<file path="src/rtl/irq_gate_pkg.sv">
package irq_gate_pkg;
  localparam int         LVL_W    = 4;
  localparam int         DATA_W   = 32;
  localparam int         KEY_W    = 8;
  localparam int         KEY_LSB  = DATA_W - KEY_W;
  localparam int         FIELD_LO = 4;
  localparam int         FIELD_HI = FIELD_LO + LVL_W - 1;
  localparam logic [KEY_W-1:0] UNLOCK_KEY = 8'hA5;

  typedef logic [LVL_W-1:0] lvl_t;
endpackage

</file>
<file path="src/rtl/gate_mask_reg.sv">
module gate_mask_reg
  import irq_gate_pkg::*;
(
  input  logic              clk,
  input  logic              rst_n,
  input  logic              sel,
  input  logic              we,
  input  logic [DATA_W-1:0] wdata,
  output lvl_t              mask,
  output logic [DATA_W-1:0] rdata
);
  logic key_ok;
  logic commit;

  assign key_ok = (wdata[DATA_W-1:KEY_LSB] == UNLOCK_KEY);
  assign commit = sel && we && key_ok;

  always_ff @(posedge clk or negedge rst_n) begin
    if (!rst_n)      mask <= '0;
    else if (commit) mask <= wdata[FIELD_HI:FIELD_LO];
  end

  always_comb begin
    rdata = '0;
    if (sel) rdata[FIELD_HI:FIELD_LO] = mask;
  end

  p_reset_zero_r1: assert property (@(posedge clk) $rose(rst_n) |-> (mask == '0));
  p_key_write_r2: assert property (@(posedge clk) disable iff (!rst_n)
    (sel && we && wdata[DATA_W-1:KEY_LSB] == 8'hA5) |=> (mask == $past(wdata[FIELD_HI:FIELD_LO])));
  p_bad_key_hold_r3: assert property (@(posedge clk) disable iff (!rst_n)
    (we && wdata[DATA_W-1:KEY_LSB] != 8'hA5) |=> $stable(mask));
  p_rsvd_zero_r4: assert property (@(posedge clk) disable iff (!rst_n)
    (rdata[DATA_W-1:FIELD_HI+1] == '0) && (rdata[FIELD_LO-1:0] == '0));
endmodule

</file>
<file path="src/rtl/gate_level_filter.sv">
module gate_level_filter
  import irq_gate_pkg::*;
#(
  parameter int NUM_SRC = 8
) (
  input  logic                     clk,
  input  logic                     rst_n,
  input  logic [NUM_SRC-1:0]       req,
  input  logic [NUM_SRC*LVL_W-1:0] lvl,
  input  lvl_t                     mask,
  output logic [NUM_SRC-1:0]       pass
);
  for (genvar g = 0; g < NUM_SRC; g++) begin : g_src
    lvl_t my_lvl;
    assign my_lvl  = lvl[g*LVL_W +: LVL_W];
    assign pass[g] = req[g] && (my_lvl > mask);

    p_zero_blocked_r6: assert property (@(posedge clk) disable iff (!rst_n)
      (my_lvl == '0) |-> !pass[g]);
  end
endmodule

</file>
<file path="src/rtl/gate_max_select.sv">
module gate_max_select
  import irq_gate_pkg::*;
#(
  parameter int NUM_SRC = 8,
  localparam int IDX_W  = (NUM_SRC > 1) ? $clog2(NUM_SRC) : 1
) (
  input  logic                     clk,
  input  logic                     rst_n,
  input  logic [NUM_SRC-1:0]       pass,
  input  logic [NUM_SRC*LVL_W-1:0] lvl,
  output logic                     valid,
  output logic [IDX_W-1:0]         index,
  output lvl_t                     level
);
  always_comb begin
    valid = 1'b0;
    index = '0;
    level = '0;
    for (int i = 0; i < NUM_SRC; i++) begin
      if (pass[i] && (lvl[i*LVL_W +: LVL_W] > level)) begin
        valid = 1'b1;
        index = IDX_W'(i);
        level = lvl[i*LVL_W +: LVL_W];
      end
    end
  end

  for (genvar g = 0; g < NUM_SRC; g++) begin : g_chk
    p_is_max_r7: assert property (@(posedge clk) disable iff (!rst_n)
      pass[g] |-> (valid && lvl[g*LVL_W +: LVL_W] <= level));
    p_tie_low_r8: assert property (@(posedge clk) disable iff (!rst_n)
      (pass[g] && lvl[g*LVL_W +: LVL_W] == level) |-> (int'(index) <= g));
  end
endmodule

</file>
<file path="src/rtl/irq_level_gate.sv">
module irq_level_gate
  import irq_gate_pkg::*;
#(
  parameter int NUM_SRC = 8,
  localparam int IDX_W  = (NUM_SRC > 1) ? $clog2(NUM_SRC) : 1
) (
  input  logic                         clk,
  input  logic                         rst_n,
  input  logic                         reg_sel,
  input  logic                         reg_we,
  input  logic [31:0]                  reg_wdata,
  output logic [31:0]                  reg_rdata,
  input  logic [NUM_SRC-1:0]           src_req,
  input  logic [NUM_SRC*4-1:0]         src_lvl,
  output logic                         irq_valid,
  output logic [IDX_W-1:0]             irq_index,
  output logic [3:0]                   irq_level
);
  lvl_t               mask;
  logic [NUM_SRC-1:0] pass;

  gate_mask_reg u_reg (
    .clk(clk), .rst_n(rst_n), .sel(reg_sel), .we(reg_we),
    .wdata(reg_wdata), .mask(mask), .rdata(reg_rdata)
  );

  gate_level_filter #(.NUM_SRC(NUM_SRC)) u_filt (
    .clk(clk), .rst_n(rst_n), .req(src_req), .lvl(src_lvl),
    .mask(mask), .pass(pass)
  );

  gate_max_select #(.NUM_SRC(NUM_SRC)) u_sel (
    .clk(clk), .rst_n(rst_n), .pass(pass), .lvl(src_lvl),
    .valid(irq_valid), .index(irq_index), .level(irq_level)
  );

  p_above_mask_r5: assert property (@(posedge clk) disable iff (!rst_n)
    irq_valid |-> (irq_level > mask));
  p_src_req_r7: assert property (@(posedge clk) disable iff (!rst_n)
    irq_valid |-> (src_req[irq_index] && src_lvl[irq_index*4 +: 4] == irq_level));
  p_nonzero_r6: assert property (@(posedge clk) disable iff (!rst_n)
    irq_valid |-> (irq_level != 4'd0));
endmodule

</file>
<file path="config.mk">
export PLATFORM = sky130hd
export DESIGN_NAME = irq_level_gate
export DESIGN_NICKNAME = d
export VERILOG_FILES = /design/src/rtl/irq_gate_pkg.sv /design/src/rtl/gate_mask_reg.sv /design/src/rtl/gate_level_filter.sv /design/src/rtl/gate_max_select.sv /design/src/rtl/irq_level_gate.sv
export SDC_FILE = /design/constraint.sdc
export NUM_CORES = 1
export LEC_CHECK = 0
export BUFFER_PORTS_ARGS = -buffer_cell sky130_fd_sc_hd__buf_2
export CAP_MARGIN = 10
export CELL_PAD_IN_SITES_DETAIL_PLACEMENT = 1
export CELL_PAD_IN_SITES_GLOBAL_PLACEMENT = 2
export CORE_MARGIN = 10
export CORE_UTILIZATION = 23
export CTS_CLUSTER_DIAMETER = 120
export DETAILED_ROUTE_END_ITERATION = 8
export GPL_ROUTABILITY_DRIVEN = 0
export PLACE_DENSITY = 0.88
export SYNTH_ARGS = -nofsm -noshare
export SYNTH_HDL_FRONTEND = slang
export SYNTH_SLANG_ARGS = --single-unit
</file>
<file path="constraint.sdc">
create_clock -name clk -period 13.5 [get_ports clk]
set_input_delay 1.35 -clock clk [delete_from_list [all_inputs] [get_ports clk]]
set_output_delay 1.35 -clock clk [all_outputs]
set_load 0.005 [all_outputs]
</file>
==> results of run 1 <==
-- worst max-delay path: cells and delay by family --
kind	cells	cell delay, ps
AND/OR/NAND/NOR	27	4370
buffers and inverters	7	660
multiplexers	3	970
adder cells (fa/ha/maj)	8	1950
AO/OA/AOI/OAI	23	3720
-- metrics by stage --
step | std cells | area, µm²
final | 659 | 4410
after global routing | 659 | 4410
after CTS | 649 | 4180
after detailed placement | 626 | 3770
after global placement | 626 | 3770
after floorplan | 378 | 2960
-- area by class of cell --
type | count | area (µm²) | share of cell area
clock buffers | 3 | 75.1 | 0.0170
well taps | 140 | 175 | 0.0398
repair buffers | 170 | 1150 | 0.261
flip-flops and latches | 4 | 100 | 0.0227
multi-input cells | 305 | 2770 | 0.628
inverters | 37 | 139 | 0.0315
-- timing repair --
| action | CTS | global route |
|---|---|---|
| resized for setup | 41 | 35 |
| setup endpoints to repair | 8 | 8 |
| endpoints found under the hold margin | 0 | 0 |
| setup buffers | 20 | 11 |
| pin swaps | 36 | 23 |
-- cells in the final DEF (no fill, tap or decap), types with 5 or more instances in the layout --
cell type and count:
buf_4 98, buf_2 64, ha_1 39, inv_1 29
conb_1 28, nand2_1 21, nor2_1 17, ha_4 13
a21oi_1 12, nand4_1 11, o21ai_0 9, inv_2 8
nand3_1 7, o21ai_2 7, buf_6 7, nor2b_1 6
nor3_1 6, o21ai_1 6, or2_4 6, a21o_1 5
and2_1 5
-- cell families after synthesis --
kind of cell	count (synthesis)	synth area share
AOI/OAI and AO/OA	84	0.239
xor gates and xnor gates	2	0.00674
adders and majority gates	56	0.270
buffers and inverters	69	0.143
DFF	4	0.0385
muxes	15	0.0611
other	1	0.00144
and+or+nand+nor	120	0.240
-- report_power, final --
group,switching [mW],internal [mW]
sequential,0.000271,0.0126
clock,0.00771,0.0378
combinational,0.0851,0.0881
total,0.0931,0.138
-- final timing paths --
path                                             end  slack (ps)
setup / recovery                           irq_valid        -920
hold / removal             u_reg.mask[0]$_DFFE_PN0P_         790
setup reg to reg           u_reg.mask[1]$_DFFE_PN0P_       12480
hold reg to reg            u_reg.mask[0]$_DFFE_PN0P_         790
max in group asynchronous  u_reg.mask[0]$_DFFE_PN0P_       12430
min in group asynchronous  u_reg.mask[1]$_DFFE_PN0P_         940
-- per-layer routing --
metal / track usage / vias to the layer above / part of all wire
met5: 0 / - / 0
li1: - / 1584 / -
met4: 0.0422 / 0 / 0.025
met2: 0.271 / 78 / 0.54
met3: 0.0187 / 21 / 0.037
met1: 0.142 / 1585 / 0.39
==> impl_results.md, run 1 <==
- Status: complete, but fails checks
- Violated checks: setup timing
- Final setup violation count: 8
- Fmax achieved: just under 70 MHz
- Pwr/cell area: about 53 nW/µm²
- Max Cap Viol: 0
- CTS clk-pin slew, worst paths: 30 ps
- Hold_buf cts: 0
- Layout cells sized above 1: 0.526
- Number of antenna violations at the first check in global routing: 0
- Largest net degree at the start of global routing: 11
- Initial drt markers: 117
- Io pins: between 100 and 150
- Root buf cell: clkbuf_16
- Worst Skew: 0 ps
- Maximum clock path buffer count: 2
- Primary FF master, synth: dfrtp_1
- Clock sinks: 4
- Hold depth: 2
- Nets: between 600 and 700
- Global-route wire length before repair: around 18 mm
- Grt ovf: 0
- Register area share after synthesis: 0.0385
- Fillers: between 1k and 1.5k
- # diodes: 0
- Ys async rst share: 1.00
- Synth unique cells: 60
- Final hold slack: 794 ps
- Top reg by flops: u_reg.mask
- Routed wire length: 12.0 mm
- Largest register FFs: 4
- Final Power: ~0.23 mW
- Drt pass-1 iters: 4
- Slowest stage delay, CP: approximately 530 ps
- # rows: 38
- CTS H-Tree Depth: 1
- Number of synthesized flops with an enable pin: 0
- WP data arrival: approximately 13000 ps
- Final setup TNS: -5930 ps
- CP Launch Type: primary input
- HP Class: flop to flop
- Max FO, Critical Path: 6
- Post-DP HPWL: 9.42 mm
- # port buffers: 67
- RR Startpoint: u_reg.mask[1]$_DFFE_PN0P_
- Minimum clock period: 14420 ps
- Synth top area cells: ha_1, buf_4, inv_1
- Cell taking the most area after synthesis: ha_1
- Rel. slew slack: 0.419
- Leak: between 2 and 2.5 nW
- Vias after detailed routing: between 3k and 4k
- Slowest cell on the critical path: or4_4
- Crit-path most repeated cell: ha_4
- CP Launch Point: src_lvl[1]
- Synthesized area: between 2000 and 3000 µm²
- Leading registers by flop count: u_reg.mask (4)
- CP required: 12150 ps
- Critical path class: primary input to output pin
- Vias per cell: a little under 5
- Gr usage total: 0.136
- DP Worst Slack: -1410 ps
- R2R depth: 3
- Top cell type's share of synthesized area: 0.270
- CTS tree: done
- Area Growth Syn to Fin: 69.5%
- Tcrit/Tclk final: 1.07
- Post-layout worst setup margin: -921 ps
- Unrepaired setup endpoints after global routing: true
- Remaining DRCs: 0
- Worst Tran Pin Value: roughly 860 ps
- Horiz. Die Dim: 126 µm
- DIE AREA: 16000 µm²
- Vias in the first global route: 3798
- Min-Delay Startpoint: u_reg.mask[0]$_DFFE_PN0P_
- WL per Instance: 18.2 µm
- Fin. Hold Viols: 0
- Synthesized area per cell: roughly 7.4 µm²
- Die height: 126 µm
- Initial core utilization: 0.238
- Core ar.: 10900 µm²
- CTS Buf Count: 3
- Clk_lat worst skew: ~220 ps
- Fin util: 0.403
- Syn. warnings: 0
- Mapped Cells: 351
- CP endpoint kind: output pin
- Commonest cells post-synth: ha_1, inv_1, buf_4
- Max Slew Vio Count: 0
- #FFs+latches synth: 4
- Count leader, synth: ha_1
- VDD IR max: a little over 30 µV
- Antenna viol nets, final: 0
Note: power is estimated with default switching activity, not from simulation.
==> run 2, diff against run 1 <==
CORE_UTILIZATION = 26   (was 23)
PLACE_DENSITY = 0.93   (was 0.88)
clock period = 13.7 ns   (was 13.5 ns; I/O delays follow)
==> impl_results.md, run 2 (synthesis gave the netlist of run 1 again) <==
- Minimum clock period: 14340 ps
- Fillers: 1195 (-12%)
- WP data arrival: 12970 ps (-100 ps)
- R2R depth: 3 (unchanged)
- Final non-filler cell total: 645 (-2.1%)
- Clock sinks: 4 (unchanged)
- Vias after detailed routing: 3257 (-0.34%)
- Max FO, Critical Path: 6 (unchanged)
- Die height: 120 µm (-5.0%)
- Tcrit/Tclk final: 1.05
- R2r endpoint: u_reg.mask[1]$_DFFE_PN0P_
- Final Power: 0.209 mW (-9.8%)
- Largest net degree at the start of global routing: 11 (unchanged)
- Number of antenna violations at the first check in global routing: 0 (unchanged)
- HP Class: flop to flop
- CTS tree: done
- Post-Place Cells: 615 (-1.8%)
- Routed wire length: 11.8 mm (-1.6%)
- Largest register FFs: 4 (unchanged)
- Post-layout worst setup margin: -637 ps (+283 ps)
- Core ar.: 9770 µm² (-11%)
- Antenna viol nets, final: 0 (unchanged)
- Pwr/cell area: 48.0 nW/µm² (-8.7%)
- # diodes: 0 (unchanged)
- Rel. slew slack: 0.384 (-0.0356)
- Max Cap Viol: 0 (unchanged)
- Status: complete, but fails checks
- Slowest cell on the critical path: or4_4
- Layout cells sized above 1: 0.520 (-0.00648)
- CP Launch Type: primary input
- VDD IR max: 20.2 µV (-34%)
- Most frequent cells in the layout: buf_4, buf_2, ha_1
- Vias in the first global route: 3680 (-3.1%)
- Maximum clock path buffer count: 2 (unchanged)
- Multi-input combinational cell area: 2810 µm² (+1.5%)
- CTS Buf Count: 3 (unchanged)
- Violated checks: setup timing
- Slowest stage delay, CP: 530 ps (about the same)
- Leading registers by flop count: u_reg.mask (4)
- Horiz. Die Dim: 120 µm (-5.0%)
- Initial core utilization: 0.266 (+0.0282)
- Vias per cell: 5.05 (+1.8%)
- Remaining DRCs: 0 (unchanged)
- Nets: 646 (-1.1%)
- Fmax achieved: 69.7 MHz
- Fin. Hold Viols: 0 (unchanged)
- Hold endpoint: u_reg.mask[3]$_DFFE_PN0P_
- Switching share of power: 0.435 (+0.0333)
- RR Startpoint: u_reg.mask[1]$_DFFE_PN0P_
- Register Area: 100 µm² (unchanged)
- WL per Instance: 18.3 µm (+0.54%)
- DIE AREA: 14400 µm² (-9.8%)
- Post-DP HPWL: 9.05 mm (-4.0%)
- Global-route wire length before repair: 17.8 mm (-3.7%)
- Max Slew Vio Count: 0 (unchanged)
- Flop pwr share: 0.061 (+0.005)
- Grt ovf: 0 (unchanged)
- Critical path class: primary input to output pin
- Area Growth Syn to Fin: 67.5%
- CTS H-Tree Depth: 1 (unchanged)
- Initial drt markers: 109 (-6.8%)
- Worst Skew: 0 ps (unchanged)
- CTS clk-pin slew, worst paths: 30 ps (about the same)
- Leak: 2.19 nW (-1.1%)
- Final setup violation count: 8 (unchanged)
- Logic pwr share: 0.820 (+0.072)
- Gr usage total: 0.146 (+0.0100)
- Area of placed instances: 3730 µm² (-1.0%)
- Clk pwr share: 0.120 (-0.076)
- Io pins: 116 (unchanged)
- NetSw: 0.0909 mW (-2.3%)
- CP required: 12330 ps (+180 ps)
- Worst Tran Pin Value: 916 ps (+52.9 ps)
- Clk_lat worst skew: 210 ps (about the same)
- Min-Delay Startpoint: u_reg.mask[3]$_DFFE_PN0P_
- # port buffers: 67 (unchanged)
- Top reg by flops: u_reg.mask
- Design Area, Final: 4350 µm² (-1.2%)
- Root buf cell: clkbuf_8
- DP Worst Slack: -1020 ps (+390 ps)
- Pint: 0.118 mW (-15%)
- Crit-path most repeated cell: ha_4
- Most common cell after layout, fill and taps aside: buf_4
- Drt pass-1 iters: 4 (unchanged)
- CP endpoint kind: output pin
- Register-to-register setup slack: 12700 ps (+220 ps)
- Hold depth: 3 (+1)
- Fin util: 0.445 (+0.0424)
- Unrepaired setup endpoints after global routing: true
- # rows: 36 (-5.3%)
-- run 2: cell types whose count changed in the layout (fill, tap and decap cells not counted), moves of 3 or more --
cell,change
nand2_2,-3
clkbuf_8,+3
buf_4,-6
clkbuf_16,-3
-- run 2: metal layers --
| layer | up-vias | part of all wire | track usage |
|---|---|---|---|
| met5 | - | 0 | 0 |
| met2 | 78 | 0.55 | 0.290 |
| li1 | 1569 | - | - |
| met4 | 0 | 0.012 | 0.0294 |
| met1 | 1598 | 0.40 | 0.163 |
| met3 | 12 | 0.040 | 0.0150 |
-- run 2: timing repair --
action                                  CTS  global route
buffers inserted                         20             9
pin swaps                                34            29
hold buffers                              0             0
resized for setup                        41            37
endpoints found under the setup margin    8             8
-- run 2: worst max-delay path by stage --
stage                          start        end  slack [ps]  cells past startpoint
after detailed placement  src_lvl[1]  irq_valid       -1020                     68
after CTS                 src_lvl[1]  irq_valid        -250                     67
after global routing      src_lvl[1]  irq_valid       -1310                     68
final                     src_lvl[1]  irq_valid        -640                     68
after global placement    src_lvl[1]  irq_valid        -760                     67
after floorplan           src_lvl[1]  irq_valid        -240                     69
-- run 2: stage by stage --
step	setup TNS (ps)	hold WS, ps
floorplan	-249	623
global route	-8960	800
detailed placement	-6050	773
global placement	-3810	768
CTS	-742	780
finish	-3520	778
-- run 2: area by class of cell --
type	instances	share of cell area
Timing Repair Buffer	163	0.252
Sequential cell	4	0.0230
Tap cell	133	0.0382
Multi-Input combinational cell	305	0.645
Clock buffer	3	0.00949
Inverter	37	0.0319
-- run 2: worst max-delay path: cells and delay by family --
family	cells	cell delay (ps)
compound gates	18	2970
fa+ha+maj	8	1990
buf+inv	7	650
mux	3	910
simple gates	32	5030
-- run 2: power by group through the flow --
stage | sequential [mW] | clock, mW | combinational, mW
after floorplan | 0.0128 | 0 | 0.0845
after global placement | 0.0128 | 0 | 0.129
after detailed placement | 0.0128 | 0 | 0.138
after CTS | 0.0127 | 0.0260 | 0.154
after global routing | 0.0127 | 0.0261 | 0.187
final | 0.0127 | 0.0250 | 0.171
==> run 3, diff against run 2 <==
CORE_MARGIN = 5   (was 10)
==> impl_results.md, run 3 (synthesis gave the netlist of run 1 again) <==
- Vias per cell: 5.05 (about the same)
- Leading registers by flop count: u_reg.mask (4)
- Die height: 110 µm (-8.3%)
- Vias in the first global route: 3554 (-3.4%)
- Initial core utilization: 0.266 (unchanged)
- Routed wire length: 12.4 mm (+4.8%)
- Horiz. Die Dim: 110 µm (-8.3%)
- Initial drt markers: 136 (+25%)
- Minimum clock period: 14530 ps (+194 ps)
- Final setup TNS: -5610 ps (-2090 ps)
- Largest net degree at the start of global routing: 11 (unchanged)
- Slowest cell on the critical path: a221oi_4
- Post-layout worst setup margin: -831 ps (-194 ps)
- Critical path class: primary input to output pin
- Layout cells sized above 1: 0.558 (+0.0388)
- Worst Skew: 0 ps (unchanged)
- Core ar.: 9770 µm² (unchanged)
- Worst Tran Pin Value: 837 ps (-79.4 ps)
- DIE AREA: 12100 µm² (-16%)
- Most common cell after layout, fill and taps aside: buf_4
- CTS clk-pin slew, worst paths: 30 ps (about the same)
- Crit-path most repeated cell: ha_4
- Max Slew Vio Count: 0 (unchanged)
- # rows: 36 (unchanged)
- Hold_buf cts: 0 (unchanged)
- CTS H-Tree Depth: 1 (unchanged)
- VDD IR max: 18.7 µV (-7.7%)
- Clock sinks: 4 (unchanged)
- Global-route wire length before repair: 17.1 mm (-3.7%)
- CTS Buf Count: 3 (unchanged)
- CP endpoint kind: output pin
- Antenna viol nets, final: 0 (unchanged)
- Remaining DRCs: 0 (unchanged)
- Io pins: 116 (unchanged)
- Clk_lat worst skew: 210 ps (about the same)
- Rel. slew slack: 0.437 (+0.0534)
- CTS tree: done
- Register Area: 100 µm² (unchanged)
- Slowest stage delay, CP: 410 ps (-120 ps)
- Top reg by flops: u_reg.mask
- Max FO, Critical Path: 7 (+1)
- Status: complete, but fails checks
- WL per Instance: 18.8 µm (+3.0%)
- Fmax achieved: 68.8 MHz (-1.3%)
- Pwr/cell area: 49.8 nW/µm² (+3.7%)
- Violated checks: setup timing
- Root buf cell: clkbuf_8
- Grt ovf: 0 (unchanged)
- Leak: 2.26 nW (+3.0%)
- Most frequent cells in the layout: buf_4, buf_2, ha_1
- Multi-input combinational cell area: 2960 µm² (+5.3%)
- CP Launch Type: primary input
- HP Class: flop to flop
- Vias after detailed routing: 3315 (+1.8%)
- Post-DP HPWL: 8.65 mm (-4.4%)
- Final Power: 0.229 mW (+9.4%)
- Gr usage total: 0.178 (+0.0316)
- Unrepaired setup endpoints after global routing: true
- # port buffers: 67 (unchanged)
- Largest register FFs: 4 (unchanged)
- Maximum clock path buffer count: 2 (unchanged)
- Nets: 657 (+1.7%)
- Final setup violation count: 8 (unchanged)
- WP data arrival: 13160 ps (+190 ps)
- Fillers: 1213 (+1.5%)
- Tcrit/Tclk final: 1.06 (+0.0141)
- Fin util: 0.470 (+0.0245)
- Number of antenna violations at the first check in global routing: 0 (unchanged)
- CP required: 12330 ps (about the same)
- # diodes: 0 (unchanged)
- Max Cap Viol: 0 (unchanged)
- Area Growth Syn to Fin: 76.6%
- Fin. Hold Viols: 0 (unchanged)
- Drt pass-1 iters: 4 (unchanged)
run 3: cell types whose count changed in the layout (fill, tap and decap cells not counted), sizes merged:
cell  previous run  this run
buf            163       174
run 3: layout make-up:
| type | instances | share of cell area |
|---|---|---|
| clock buffers | 3 | 0.00899 |
| inverters | 37 | 0.0308 |
| multi-input cells | 305 | 0.644 |
| flip-flops and latches | 4 | 0.0218 |
| well taps | 133 | 0.0362 |
| repair buffers | 174 | 0.258 |
run 3: critical path, delay by kind of cell:
kind / cells / cell delay (ps)
compound gates: 24 / 4120
fa+ha+maj: 8 / 1730
buf+inv: 17 / 2040
mux: 2 / 690
simple gates: 24 / 3180
run 3: path summary, 6_finish.rpt:
check                                               start                        end  slack, ps  depth (start not counted)
worst max-delay path                           src_lvl[1]               irq_level[3]       -830                         75
worst min register to register  u_reg.mask[0]$_DFFE_PN0P_  u_reg.mask[0]$_DFFE_PN0P_        790                          2
worst max register to register  u_reg.mask[1]$_DFFE_PN0P_  u_reg.mask[1]$_DFFE_PN0P_      12680                          3
max in group asynchronous                           rst_n  u_reg.mask[1]$_DFFE_PN0P_      12620                          1
min in group asynchronous                           rst_n  u_reg.mask[3]$_DFFE_PN0P_        960                          1
worst min-delay path            u_reg.mask[0]$_DFFE_PN0P_  u_reg.mask[0]$_DFFE_PN0P_        790                          2
run 3: routing by layer:
| layer | up-vias | share of wire | track usage |
|---|---|---|---|
| met2 | 96 | 0.54 | 0.352 |
| met5 | - | 0 | 0 |
| li1 | 1580 | - | - |
| met3 | 36 | 0.034 | 0.0116 |
| met4 | 0 | 0.036 | 0.0472 |
| met1 | 1603 | 0.39 | 0.203 |
run 3: where the power goes:
group	switching (mW)	internal, mW
sequential	0.000264	0.0124
clock	0.00545	0.0187
combinational	0.0937	0.0980
total	0.0994	0.129
run 3: through the flow:
| step | std cells | worst slack, ps | area (µm²) | hold slack, ps |
|---|---|---|---|---|
| finish | 656 | -831 | 4590 | 793 |
| CTS | 643 | -536 | 4250 | 793 |
| detailed placement | 618 | -1110 | 3750 | 787 |
| global placement | 618 | -751 | 3750 | 753 |
| global route | 656 | -1400 | 4590 | 817 |
| floorplan | 378 | -239 | 2960 | 623 |
run 3: repair_timing:
action | in CTS | in global routing
cloned | 0 | 0
buffers inserted | 22 | 17
setup endpoints to repair | 8 | 8
endpoints found under the hold margin | 0 | 0
pin swaps | 52 | 50
gates resized for setup | 57 | 50
